### config.mk
export PLATFORM = sky130hd
export DESIGN_NAME = sbus_seq
export DESIGN_NICKNAME = d
export VERILOG_FILES = /design/src/rtl/sbus_pkg.sv /design/src/rtl/sbus_wait_sync.sv /design/src/rtl/sbus_phase_ctrl.sv /design/src/rtl/sbus_pin_drv.sv /design/src/rtl/sbus_seq.sv
export SDC_FILE = /design/constraint.sdc
export NUM_CORES = 1
export LEC_CHECK = 0
export ABC_AREA = 1
export BUFFER_PORTS_ARGS = -buffer_cell sky130_fd_sc_hd__buf_4
export CAP_MARGIN = 25
export CORE_UTILIZATION = 50
export CTS_CLUSTER_SIZE = 10
export DETAILED_ROUTE_END_ITERATION = 12
export PLACE_DENSITY = 0.8
export SYNTH_ARGS = -nofsm -noshare
export SYNTH_HDL_FRONTEND = slang
export SYNTH_SLANG_ARGS = --single-unit
### constraint.sdc
create_clock -name clk -period 3 [get_ports clk]
set_clock_uncertainty 0.2 [all_clocks]
set_input_delay 0.6 -clock clk [delete_from_list [all_inputs] [get_ports clk]]
set_output_delay 0.6 -clock clk [all_outputs]
set_load 0.02 [all_outputs]
### src/rtl/sbus_pkg.sv
// Shared types for the static-bus access sequencer.
// Assumes: nothing beyond IEEE 1800-2017.
package sbus_pkg;

    // Phase of the current access.
    typedef enum logic [1:0] {
        PH_IDLE  = 2'd0,
        PH_SETUP = 2'd1,
        PH_PULSE = 2'd2,
        PH_HOLD  = 2'd3
    } phase_e;

    // Wait-mode codes that do something; the other two codes ignore wait.
    localparam logic [1:0] WM_FREEZE = 2'd2;
    localparam logic [1:0] WM_READY  = 2'd3;

    // Per-access settings latched when a request is taken.
    typedef struct packed {
        logic       is_wr;
        logic       rd_strobe;
        logic       wr_strobe;
        logic [1:0] wmode;
    } acc_mode_t;

endpackage

### src/rtl/sbus_wait_sync.sv
// Multi-stage synchronizer for the asynchronous active-low wait input.
// Assumes: STAGES >= 2; resets to the deasserted (high) level.
module sbus_wait_sync #(
    parameter int STAGES = 2
) (
    input  logic clk,
    input  logic rst_n,
    input  logic async_n,
    output logic sync_n
);
    logic [STAGES-1:0] chain;

    for (genvar i = 0; i < STAGES; i++) begin : g_stage
        if (i == 0) begin : g_first
            // First stage samples the pin.
            always_ff @(posedge clk) begin
                if (!rst_n) chain[0] <= 1'b1;
                else        chain[0] <= async_n;
            end
        end else begin : g_next
            // Later stages shift the sampled level along.
            always_ff @(posedge clk) begin
                if (!rst_n) chain[i] <= 1'b1;
                else        chain[i] <= chain[i-1];
            end
        end
    end

    assign sync_n = chain[STAGES-1];

endmodule

### src/rtl/sbus_phase_ctrl.sv
// Phase sequencer: counts setup, pulse and hold cycles and applies the wait
// policy during the pulse phase. Raises ack for one cycle at completion.
// Assumes: start only in PH_IDLE; wmode valid from the cycle after start.
module sbus_phase_ctrl
    import sbus_pkg::*;
#(
    parameter int CW = 6
) (
    input  logic          clk,
    input  logic          rst_n,
    input  logic          start,
    input  logic [1:0]    wmode,
    input  logic [CW-1:0] setup_len,
    input  logic [CW-1:0] pulse_len,
    input  logic [CW-1:0] hold_len,
    input  logic          wait_ok,
    output phase_e        phase,
    output logic [CW-1:0] cnt,
    output logic          pulse_end,
    output logic          ack
);
    localparam logic [CW-1:0] ONE = CW'(1);

    logic [CW-1:0] pulse_eff;
    logic [CW-1:0] pulse_q;
    logic [CW-1:0] hold_q;
    logic          freeze_stall;
    logic          ready_stall;
    phase_e        phase_d;
    logic [CW-1:0] cnt_d;
    logic          ack_d;

    assign pulse_eff = (pulse_len == '0) ? ONE : pulse_len;

    // Stall conditions, both limited to the pulse phase.
    always_comb begin
        freeze_stall = (phase == PH_PULSE) && (wmode == WM_FREEZE) && !wait_ok;
        ready_stall  = (phase == PH_PULSE) && (wmode == WM_READY) &&
                       (cnt == '0) && !wait_ok;
        pulse_end    = (phase == PH_PULSE) && (cnt == '0) &&
                       !freeze_stall && !ready_stall;
    end

    // Latch the pulse and hold lengths when an access starts.
    always_ff @(posedge clk) begin
        if (!rst_n) begin
            pulse_q <= ONE;
            hold_q  <= '0;
        end else if (start) begin
            pulse_q <= pulse_eff;
            hold_q  <= hold_len;
        end
    end

    // Next phase, count and completion flag.
    always_comb begin
        phase_d = phase;
        cnt_d   = cnt;
        ack_d   = 1'b0;
        unique case (phase)
            PH_IDLE: begin
                if (start) begin
                    if (setup_len != '0) begin
                        phase_d = PH_SETUP;
                        cnt_d   = setup_len - ONE;
                    end else begin
                        phase_d = PH_PULSE;
                        cnt_d   = pulse_eff - ONE;
                    end
                end
            end
            PH_SETUP: begin
                if (cnt == '0) begin
                    phase_d = PH_PULSE;
                    cnt_d   = pulse_q - ONE;
                end else begin
                    cnt_d = cnt - ONE;
                end
            end
            PH_PULSE: begin
                if (freeze_stall || ready_stall) begin
                    cnt_d = cnt;
                end else if (cnt == '0) begin
                    if (hold_q != '0) begin
                        phase_d = PH_HOLD;
                        cnt_d   = hold_q - ONE;
                    end else begin
                        phase_d = PH_IDLE;
                        ack_d   = 1'b1;
                    end
                end else begin
                    cnt_d = cnt - ONE;
                end
            end
            PH_HOLD: begin
                if (cnt == '0) begin
                    phase_d = PH_IDLE;
                    ack_d   = 1'b1;
                end else begin
                    cnt_d = cnt - ONE;
                end
            end
            default: phase_d = PH_IDLE;
        endcase
    end

    // State registers.
    always_ff @(posedge clk) begin
        if (!rst_n) begin
            phase <= PH_IDLE;
            cnt   <= '0;
            ack   <= 1'b0;
        end else begin
            phase <= phase_d;
            cnt   <= cnt_d;
            ack   <= ack_d;
        end
    end

endmodule

### src/rtl/sbus_pin_drv.sv
// Pin driver: latches the request, decodes chip-select and strobes from the
// phase and timing-mode bits, and captures read data at the end of the pulse.
// Assumes: start only in PH_IDLE; pulse_end is high for one cycle per access.
module sbus_pin_drv
    import sbus_pkg::*;
#(
    parameter int AW = 16,
    parameter int DW = 16
) (
    input  logic          clk,
    input  logic          rst_n,
    input  logic          start,
    input  acc_mode_t     mode_in,
    input  logic [AW-1:0] addr_in,
    input  logic [DW-1:0] wdata_in,
    input  phase_e        phase,
    input  logic          pulse_end,
    input  logic [DW-1:0] bus_din,
    output acc_mode_t     mode_q,
    output logic [DW-1:0] rdata,
    output logic          bus_cs_n,
    output logic          bus_oe_n,
    output logic          bus_we_n,
    output logic [AW-1:0] bus_addr,
    output logic [DW-1:0] bus_dout,
    output logic          bus_dout_en
);
    logic [AW-1:0] addr_q;
    logic [DW-1:0] wdata_q;
    logic          active;
    logic          in_pulse;
    logic          ctrl_strobe;

    // Capture the request fields when an access is accepted.
    always_ff @(posedge clk) begin
        if (!rst_n) begin
            mode_q  <= '0;
            addr_q  <= '0;
            wdata_q <= '0;
        end else if (start) begin
            mode_q  <= mode_in;
            addr_q  <= addr_in;
            wdata_q <= wdata_in;
        end
    end

    // Capture read data on the edge that closes the read pulse.
    always_ff @(posedge clk) begin
        if (!rst_n)                        rdata <= '0;
        else if (pulse_end && !mode_q.is_wr) rdata <= bus_din;
    end

    // Decode the bus control pins from phase and timing mode.
    always_comb begin
        active      = (phase != PH_IDLE);
        in_pulse    = (phase == PH_PULSE);
        ctrl_strobe = mode_q.is_wr ? mode_q.wr_strobe : mode_q.rd_strobe;
        bus_cs_n    = !(ctrl_strobe ? active : in_pulse);
        bus_oe_n    = !(active && !mode_q.is_wr &&
                        (mode_q.rd_strobe ? in_pulse : 1'b1));
        bus_we_n    = !(active && mode_q.is_wr &&
                        (mode_q.wr_strobe ? in_pulse : 1'b1));
        bus_dout_en = active && mode_q.is_wr;
        bus_addr    = addr_q;
        bus_dout    = wdata_q;
    end

endmodule

### src/rtl/sbus_seq.sv
// Top of the static-bus access sequencer. Takes a request when idle, runs
// one setup/pulse/hold access with the chosen controlling signal and wait
// policy, and acknowledges it for one cycle.
// Assumes: host holds req until ack and drops it on seeing ack.
module sbus_seq
    import sbus_pkg::*;
#(
    parameter int AW          = 16,
    parameter int DW          = 16,
    parameter int CW          = 6,
    parameter int SYNC_STAGES = 2
) (
    input  logic          clk,
    input  logic          rst_n,
    input  logic          req,
    input  logic          req_wr,
    input  logic [AW-1:0] req_addr,
    input  logic [DW-1:0] req_wdata,
    output logic [DW-1:0] rsp_rdata,
    output logic          ack,
    input  logic          rd_by_strobe,
    input  logic          wr_by_strobe,
    input  logic [1:0]    wait_mode,
    input  logic [CW-1:0] setup_len,
    input  logic [CW-1:0] pulse_len,
    input  logic [CW-1:0] hold_len,
    output logic          cfg_err,
    output logic          bus_cs_n,
    output logic          bus_oe_n,
    output logic          bus_we_n,
    output logic [AW-1:0] bus_addr,
    output logic [DW-1:0] bus_dout,
    output logic          bus_dout_en,
    input  logic [DW-1:0] bus_din,
    input  logic          bus_wait_n
);
    phase_e        phase;
    logic [CW-1:0] cnt;
    logic          pulse_end;
    logic          wait_ok;
    logic          start;
    acc_mode_t     mode_in;
    acc_mode_t     mode_q;
    logic [1:0]    wmode_q;

    // Accept a request only when idle and not acknowledging.
    always_comb begin
        start   = req && (phase == PH_IDLE) && !ack;
        mode_in = '{is_wr: req_wr, rd_strobe: rd_by_strobe,
                    wr_strobe: wr_by_strobe, wmode: wait_mode};
        wmode_q = mode_q.wmode;
        cfg_err = wait_mode[1] && (hold_len == '0);
    end

    sbus_wait_sync #(.STAGES(SYNC_STAGES)) i_sync (
        .clk     (clk),
        .rst_n   (rst_n),
        .async_n (bus_wait_n),
        .sync_n  (wait_ok)
    );

    sbus_phase_ctrl #(.CW(CW)) i_ctrl (
        .clk       (clk),
        .rst_n     (rst_n),
        .start     (start),
        .wmode     (wmode_q),
        .setup_len (setup_len),
        .pulse_len (pulse_len),
        .hold_len  (hold_len),
        .wait_ok   (wait_ok),
        .phase     (phase),
        .cnt       (cnt),
        .pulse_end (pulse_end),
        .ack       (ack)
    );

    sbus_pin_drv #(.AW(AW), .DW(DW)) i_pins (
        .clk         (clk),
        .rst_n       (rst_n),
        .start       (start),
        .mode_in     (mode_in),
        .addr_in     (req_addr),
        .wdata_in    (req_wdata),
        .phase       (phase),
        .pulse_end   (pulse_end),
        .bus_din     (bus_din),
        .mode_q      (mode_q),
        .rdata       (rsp_rdata),
        .bus_cs_n    (bus_cs_n),
        .bus_oe_n    (bus_oe_n),
        .bus_we_n    (bus_we_n),
        .bus_addr    (bus_addr),
        .bus_dout    (bus_dout),
        .bus_dout_en (bus_dout_en)
    );

endmodule

==> results.yml, run 1 <==
run_status:
  status: "complete, no violations"
setup_path:
  cp_data_arrival_time_ns: 1.61
  endpoint: "bus_we_n"
  r2r_slack_ns: 0.98
  critPathRequiredTime_ns: 2.20
  endpoint_kind: "output port"
  startpoint_type: "flip-flop"
  crit_start: "i_ctrl.phase[0]"
  crit_type: "flip-flop to output port"
  worst-path-max-fanout: 10
  worstReg2RegStart: "i_ctrl.phase[0]"
  r2r.worst_path.cells: 7
  r2r_end: "i_ctrl.hold_q[4]"
timing:
  worstMarginPinSlew_ns: 0.647
  grt_setup_unrepaired: "no"
  min_period_ns: 2.41
  setup_viol: 0
  drv_slew: 0
  fin_crit_sh: 0.805
  hold_violations: 0
  relSlewSlack: 0.568
  fin_tns_setup_ns: 0
  fmax_ghz: 0.414
layout:
  layout.cells.non_filler: 727
  layout-drive-gt1-share: 0.276
  syn_to_final_growth_pct: 32.6
  antenna_cells: 0
  finalNetCount: 707
  utilization: 0.700
  final_area_sq_mm: 0.00483
placed_design:
  place.gp.congestion: 0.905
  place_area_sq_mm: 0.00463
  io_buffers: 128
  place_inst: 711
  hpwlAfterDp_microns: 6850
power:
  power_leakage_nw: 2.25
  ir_drop_v: 0.000475
  p_per_area_mw_per_mm2: 854
  power_mw: 4.13
floorplan:
  initial_utilization: 0.528
  io-pin-count: 129
  dieHeight_microns: 87.4
  core_region_area_sq_mm: 0.00691
  die_x_microns: 87.4
  die_area_sq_mm: 0.00764
  rows: 30
clocking:
  cts_resized: 0
  cts.sinks: 76
  cts_tree: "done"
  numCtsBuffers: 9
  cts_setup_buffers: 0
  clkLatencyLatePin_ns: 0.35
  clock_path_buffers: 2
  hold_buffers: 0
  clock-root-buffer: "clkbuf_8"
  path_clk_slew_ns: 0.08
  cts_max_level: 3
logic_synthesis:
  ys_top_cells_by_area: "dfxtp_1 (42%), nor2_1 (13%), o21ai_0 (7.8%)"
  ys_ff_latch: 76
  yosysTopAreaCellShare: 0.417
  synth_edf_count: 0
  synth_cell_types: 34
  synth_ff_type: "dfxtp_1"
  synth_area_sq_mm: 0.00364
  seq_area_frac_synth: 0.417
  ys_async_sr_fraction: 0
  synth_top_cell_by_area: "dfxtp_1"
  syn-num-nets: 585
  synth_cells: 504
  ys_warn_count: 0
  synth.avg_cell_area_sq_um: 7.23
routing:
  firstDrtPassIters: 5
  vias_per_cell: 5.09
  wl_per_cell_microns: 12.8
  finalWirelength_microns: 9280
  drc: 0
  first_iter_violations: 250
  ant_nets: 0
  num_vias: 3704
global_route:
  antenna_found_initial: 0
  grt_pass1_wl_microns: 14700
  grt_max_degree: 60
  overflow: 0
  track_usage: 0.244
  grt_pass1_vias: 3388
worst_hold_path:
  hp-class: "flip-flop to flip-flop"
run:
  maxCapViolCount: 0
worst max-delay path, cell delays in order (launching register included):
cell	delay, ns
dfxtp_1	0.55
inv_2	0.12
nand2_4	0.16
inv_4	0.08
nor2_1	0.14
nand2_1	0.07
buf_4	0.16
flip-flops by register name, summed over array words and instances, names as in the netlist:
register and count:
i_ctrl.phase 2, i_ctrl.hold_q 6, i_sync.chain 1, i_pins.mode_q 5, i_ctrl.cnt 6, i_pins.rdata 16, i_ctrl.pulse_q 6, i_pins.bus_addr 16
i_sync.sync_n 1, i_pins.bus_dout 16, i_ctrl.ack 1
metal layers:
metal,track usage,vias to the layer above,share of wire
li1,-,1883,-
met5,0,-,0
met4,0.107,0,0.018
met2,0.400,132,0.47
met3,0.0597,17,0.078
met1,0.304,1672,0.43
layout make-up:
type	instances	area [sq um]
Fill cell	594	2070
Multi-Input combinational cell	367	1840
Sequential cell	76	1520
Timing Repair Buffer	130	976
Inverter	42	170
Clock buffer	10	138
Tap cell	96	120
Clock inverter	6	71.3
cell usage after synthesis (3+ instances only):
master	count
inv_1	34
o21ai_1	13
buf_2	4
inv_2	5
buf_6	3
nor2_8	3
nand2_1	63
nor2_2	3
nand3_1	31
clkbuf_1	11
o21ai_0	57
nand2_4	3
dfxtp_1	76
nor2_1	127
xor2_1	3
nand4_1	9
nand2_2	3
ha_1	6
a21oi_1	26
nand3b_1	4
per-stage QoR:
step	worst slack, ns	hold slack [ns]
2_1_floorplan	0.817	0.193
3_3_place_gp	0.779	0.198
3_5_place_dp	0.667	0.202
4_1_cts	0.572	0.220
5_1_grt	0.454	0.245
6_report	0.585	0.224
power breakdown:
| part | leakage (nW) | switching (mW) | internal [mW] | total [mW] |
|---|---|---|---|---|
| registers | 0.626 | 0.171 | 1.25 | 1.42 |
| clock network | 0.0995 | 0.406 | 0.414 | 0.820 |
| logic | 1.53 | 1.19 | 0.702 | 1.89 |
how the worst min path moves through the flow:
stage	from	end	slack [ns]	cells past startpoint
6_report	i_sync.chain[0]	i_sync.sync_n	0.22	1
5_1_grt	bus_wait_n	i_sync.chain[0]	0.24	2
4_1_cts	i_sync.chain[0]	i_sync.sync_n	0.22	1
3_5_place_dp	i_sync.chain[0]	i_sync.sync_n	0.20	1
3_3_place_gp	i_sync.chain[0]	i_sync.sync_n	0.20	1
2_1_floorplan	i_sync.chain[0]	i_sync.sync_n	0.19	1
cell families after synthesis:
family | Yosys count | share of synthesized area
compound gates | 102 | 0.150
buf+inv | 61 | 0.0783
xor+xnor | 5 | 0.0120
flops | 76 | 0.417
fa+ha+maj | 6 | 0.0206
simple gates | 254 | 0.322
placed cells by master, fill, tap and decap left out, types with 3 or more instances in the layout:
cell,n
buf_4,130
nor2_1,127
dfxtp_1,76
nand2_1,63
o21ai_0,57
inv_1,34
nand3_1,31
a21oi_1,26
o21ai_1,13
clkbuf_8,10
nand4_1,9
ha_1,6
inv_2,5
nand3b_1,4
inv_6,4
nand2_4,3
nor2_8,3
nor2_2,3
nand2_2,3
xor2_1,3
Note: power is estimated with default switching activity, not from simulation.
==> run 2, diff against run 1 <==
- clock period: 3 -> 2.3 ns (I/O delays scaled with it)
==> run 2 against run 1 <==
Compared with the run above: first-iteration DRC count down 30%; flip-flop and latch count unchanged; critical path depth unchanged; non-clock buffer count up 2; combinational power up 34%; hold slack worse by 0.12 ns; cell area up 0.65%; register-to-register slack worse by 0.68 ns; worst setup slack worse by 0.41 ns; total power up 32%; core utilization up 0.45 points; largest power group unchanged.
==> results.yml, run 2 (synthesis results as in run 1) <==
floorplan:
  io-pin-count: 129
  initial_utilization: 0.528
  dieHeight_microns: 87.4
  rows: 30
  core_region_area_sq_mm: 0.00691
  die_x_microns: 87.4
  die_area_sq_mm: 0.00764
layout:
  finalNetCount: 709
  layout_common_cells: "buf_4 (131), nor2_1 (126), dfxtp_1 (75)"
  layout-drive-gt1-share: 0.281
  layout.cells.non_filler: 729
  antenna_cells: 0
  final_common_cell: "buf_4"
  syn_to_final_growth_pct: 33.5
  utilization: 0.705
routing:
  wl_per_cell_microns: 12.9
  finalWirelength_microns: 9380
  num_vias: 3708
  drc: 0
  ant_nets: 0
  first_iter_violations: 175
  vias_per_cell: 5.09
  firstDrtPassIters: 4
setup_path:
  cp_data_arrival_time_ns: 1.47
  crit_type: "flip-flop to output port"
  endpoint_kind: "output port"
  path_cells: "inv_2 -> nand2_4 -> inv_4 -> nor2_2 -> nand2_1 -> buf_4"
  slowest_delay_ns: 0.40
  startpoint_type: "flip-flop"
  r2r.worst_path.cells: 10
  worst-path-max-fanout: 10
  cp_slowest_cell: "dfxtp_2"
  crit_family: "flip-flops"
  critPathRequiredTime_ns: 1.64
  path_buf_inv: 3
  cp_num_cells: 6
timing:
  fin_tns_setup_ns: 0
  whs_ns: 0.103
  worstMarginPinSlew_ns: 0.486
  setup_viol: 0
  fmax_ghz: 0.470
  min_period_ns: 2.13
  hold_violations: 0
  drv_slew: 0
  relSlewSlack: 0.676
  grt_setup_unrepaired: "no"
  fin_crit_sh: 0.925
placed_design:
  place.gp.congestion: 0.865
  place_inst: 713
  io_buffers: 128
  hpwlAfterDp_microns: 7040
clocking:
  cts.sinks: 76
  cts_tree: "done"
  clock_path_buffers: 2
  cts_max_level: 3
  numCtsBuffers: 9
  path_clk_slew_ns: 0.08
  clock-root-buffer: "clkbuf_8"
  clkLatencyLatePin_ns: 0.35
  hold_buffers: 0
global_route:
  overflow: 0
  grt_pass1_vias: 3442
  grt_max_degree: 60
  antenna_found_initial: 0
  grt_pass1_wl_microns: 15300
  track_usage: 0.257
run:
  maxCapViolCount: 0
power:
  p_per_area_mw_per_mm2: 1120
  ir_drop_v: 0.000617
  power_leakage_nw: 2.27
run_status:
  status: "complete, no violations"
worst_hold_path:
  hp-class: "primary input to flip-flop"
  hold_path_depth: 2
## run 2: final timing paths
check | startpoint | endpoint | slack (ns)
max | i_ctrl.phase[1] | bus_we_n | 0.17
max reg2reg | i_ctrl.cnt[0] | i_ctrl.cnt[0] | 0.30
min | bus_wait_n | i_sync.chain[0] | 0.10
min reg2reg | i_sync.chain[0] | i_sync.sync_n | 0.22
## run 2: through the flow
step           cell area (sq um)  total power, mW  worst slack, ns
2_1_floorplan               3640             3.61            0.319
3_3_place_gp                4650             4.32            0.222
3_5_place_dp                4650             4.38            0.116
4_1_cts                     4860             5.45          0.00667
5_1_grt                     4870             5.82           0.0742
6_report                    4870             5.43            0.173
## run 2: what timing repair did
action,in CTS,in global routing
gates resized for setup,0,2
setup endpoints to repair,0,2
setup buffers,0,0
## run 2: power breakdown
group          switching, mW  total [mW]  internal, mW
clock                  0.528        1.07         0.540
sequential             0.206        1.83          1.63
combinational           1.58        2.53         0.946
## run 2: cell type report
type | count | area (sq um)
clock buffer | 10 | 138
timing repair buffer | 132 | 1000
inverter | 42 | 170
sequential | 76 | 1520
clock inverter | 6 | 71.3
fill | 611 | 2040
tap | 96 | 120
multi-input combinational | 367 | 1840
## run 2: routing by layer
| metal | global-route usage | share of wire | wire length, microns |
|---|---|---|---|
| met5 | 0 | 0 | 0 |
| met4 | 0.0879 | 0.016 | 147 |
| met3 | 0.0588 | 0.065 | 605 |
| met2 | 0.433 | 0.49 | 4600 |
| met1 | 0.322 | 0.43 | 4020 |
==> run 3, diff against run 2 <==
- REMOVE_ABC_BUFFERS: not set -> 1
==> run 3 against run 2 <==
Compared with the run above: routed wire length is 2.6% lower; worst setup slack lost 0.022 ns; core utilization grew 0.53 points; flip-flop and latch count did not move; combinational power about the same; largest power group unchanged; via count decreased by 1.5%; non-clock buffer count did not move; sequential power barely moved; largest cell class unchanged; critical path type unchanged; critical path depth unchanged.
==> results.yml, run 3 (synthesis results as in run 1) <==
timing:
  worstMarginPinSlew_ns: 0.364
  relSlewSlack: 0.757
  fin_crit_sh: 0.934
  whs_ns: 0.100
  setup_viol: 0
  fmax_ghz: 0.465
  hold_violations: 0
  fin_tns_setup_ns: 0
  min_period_ns: 2.15
  drv_slew: 0
  grt_setup_unrepaired: "no"
layout:
  final_common_cell: "buf_4"
  antenna_cells: 0
  regArea_sq_mm: 0.00152
  syn_to_final_growth_pct: 34.5
  utilization: 0.710
  layout_common_cells: "buf_4 (131), nor2_1 (127), dfxtp_1 (74)"
  layout-drive-gt1-share: 0.281
  finalNetCount: 709
  n_fill_cell: 638
  multi_input_area_sq_mm: 0.00184
setup_path:
  slowest_delay_ns: 0.44
  cp_slowest_cell: "dfxtp_2"
  crit_type: "flip-flop to output port"
  r2r.worst_path.cells: 11
  worst-path-max-fanout: 10
  r2r_end: "i_ctrl.cnt[5]"
  crit_family: "flip-flops"
  cp_data_arrival_time_ns: 1.49
  startpoint_type: "flip-flop"
  path_cells: "inv_2 -> nand2_4 -> inv_4 -> nor2_1 -> nand2_1 -> buf_4"
  endpoint_kind: "output port"
  path_buf_inv: 3
  worstReg2RegStart: "i_ctrl.cnt[0]"
  r2r_slack_ns: 0.35
  critPathRequiredTime_ns: 1.64
routing:
  wl_per_cell_microns: 12.5
  firstDrtPassIters: 4
  first_iter_violations: 223
  dr_wl_met2_microns: 4300
  drc: 0
  finalWirelength_microns: 9140
  num_vias: 3654
  ant_nets: 0
  m1WireLength_microns: 3800
  highest_layer: "met4"
  vias_per_cell: 5.01
  wl_met3_microns: 801
global_route:
  antenna_found_initial: 0
  grt_max_degree: 36
  grt_pass1_vias: 3531
  grt_pass1_wl_microns: 15300
  overflow: 0
  track_usage: 0.257
floorplan:
  die_x_microns: 87.4
  core_region_area_sq_mm: 0.00691
  io-pin-count: 129
  initial_utilization: 0.528
  die_area_sq_mm: 0.00764
  dieHeight_microns: 87.4
  rows: 30
placed_design:
  place.gp.congestion: 0.860
  io_buffers: 128
  hpwlAfterDp_microns: 6850
clocking:
  clock-root-buffer: "clkbuf_8"
  cts_max_level: 3
  path_clk_slew_ns: 0.08
  numCtsBuffers: 9
  cts_setup_buffers: 0
  clkLatencyLatePin_ns: 0.34
  cts.sinks: 76
  cts_tree: "done"
  clock_path_buffers: 2
  hold_buffers: 0
power:
  power_leakage_nw: 2.29
  pwr-share-clk: 0.223
  pwr-share-seq: 0.330
  combPwrFrac: 0.447
  p_int_mw: 3.30
  p_per_area_mw_per_mm2: 1140
  p_sw_frac: 0.410
  power_mw: 5.60
  p_switching_mw: 2.29
  ir_drop_v: 0.000710
worst_hold_path:
  min_from: "bus_wait_n"
  worstHoldEndpoint: "i_sync.chain[0]"
  hold_path_depth: 2
  hp-class: "primary input to flip-flop"
run_status:
  status: "complete, no violations"
run:
  maxCapViolCount: 0
[run 3: through the flow]
stage	setup WS, ns	instance area, sq um	instances
finish	0.152	4900	729
global route	0.0559	4900	729
CTS	0.0882	4900	729
detailed placement	0.135	4650	713
global placement	0.262	4650	713
floorplan	0.319	3530	485
[run 3: worst max path at each step]
stage,start,end,cells past startpoint
after global routing,i_ctrl.phase[0],bus_we_n,6
final,i_ctrl.phase[0],bus_we_n,6
after global placement,setup_len[2],i_ctrl.cnt[4],11
after detailed placement,setup_len[4],i_ctrl.cnt[4],11
after floorplan,i_ctrl.phase[0],bus_we_n,5
after CTS,i_ctrl.phase[1],bus_we_n,6
[run 3: timing repair]
action | 4_1_cts | 5_1_grt
cloned | 0 | 0
gates resized for setup | 1 | 1
setup endpoints to repair | 1 | 1
[run 3: per-layer routing]
layer	up-vias	global-route usage
met3	21	0.0834
met2	123	0.442
met1	1624	0.290
li1	1886	-
met4	0	0.115
met5	-	0
[run 3: cell type report]
cell class              count  share of cell area
well taps                  96              0.0245
inverters                  42              0.0347
multi-input cells         367               0.375
flip-flops and latches     76               0.311
clock inverters             7              0.0250
repair buffers            132               0.205
clock buffers               9              0.0253
[run 3: power groups by stage]
stage	logic, mW	clock network [mW]	registers [mW]
5_1_grt	2.79	1.33	1.89
3_3_place_gp	2.45	0	1.86
3_5_place_dp	2.49	0	1.87
2_1_floorplan	1.48	0	2.05
4_1_cts	2.51	1.26	1.84
6_report	2.50	1.25	1.85
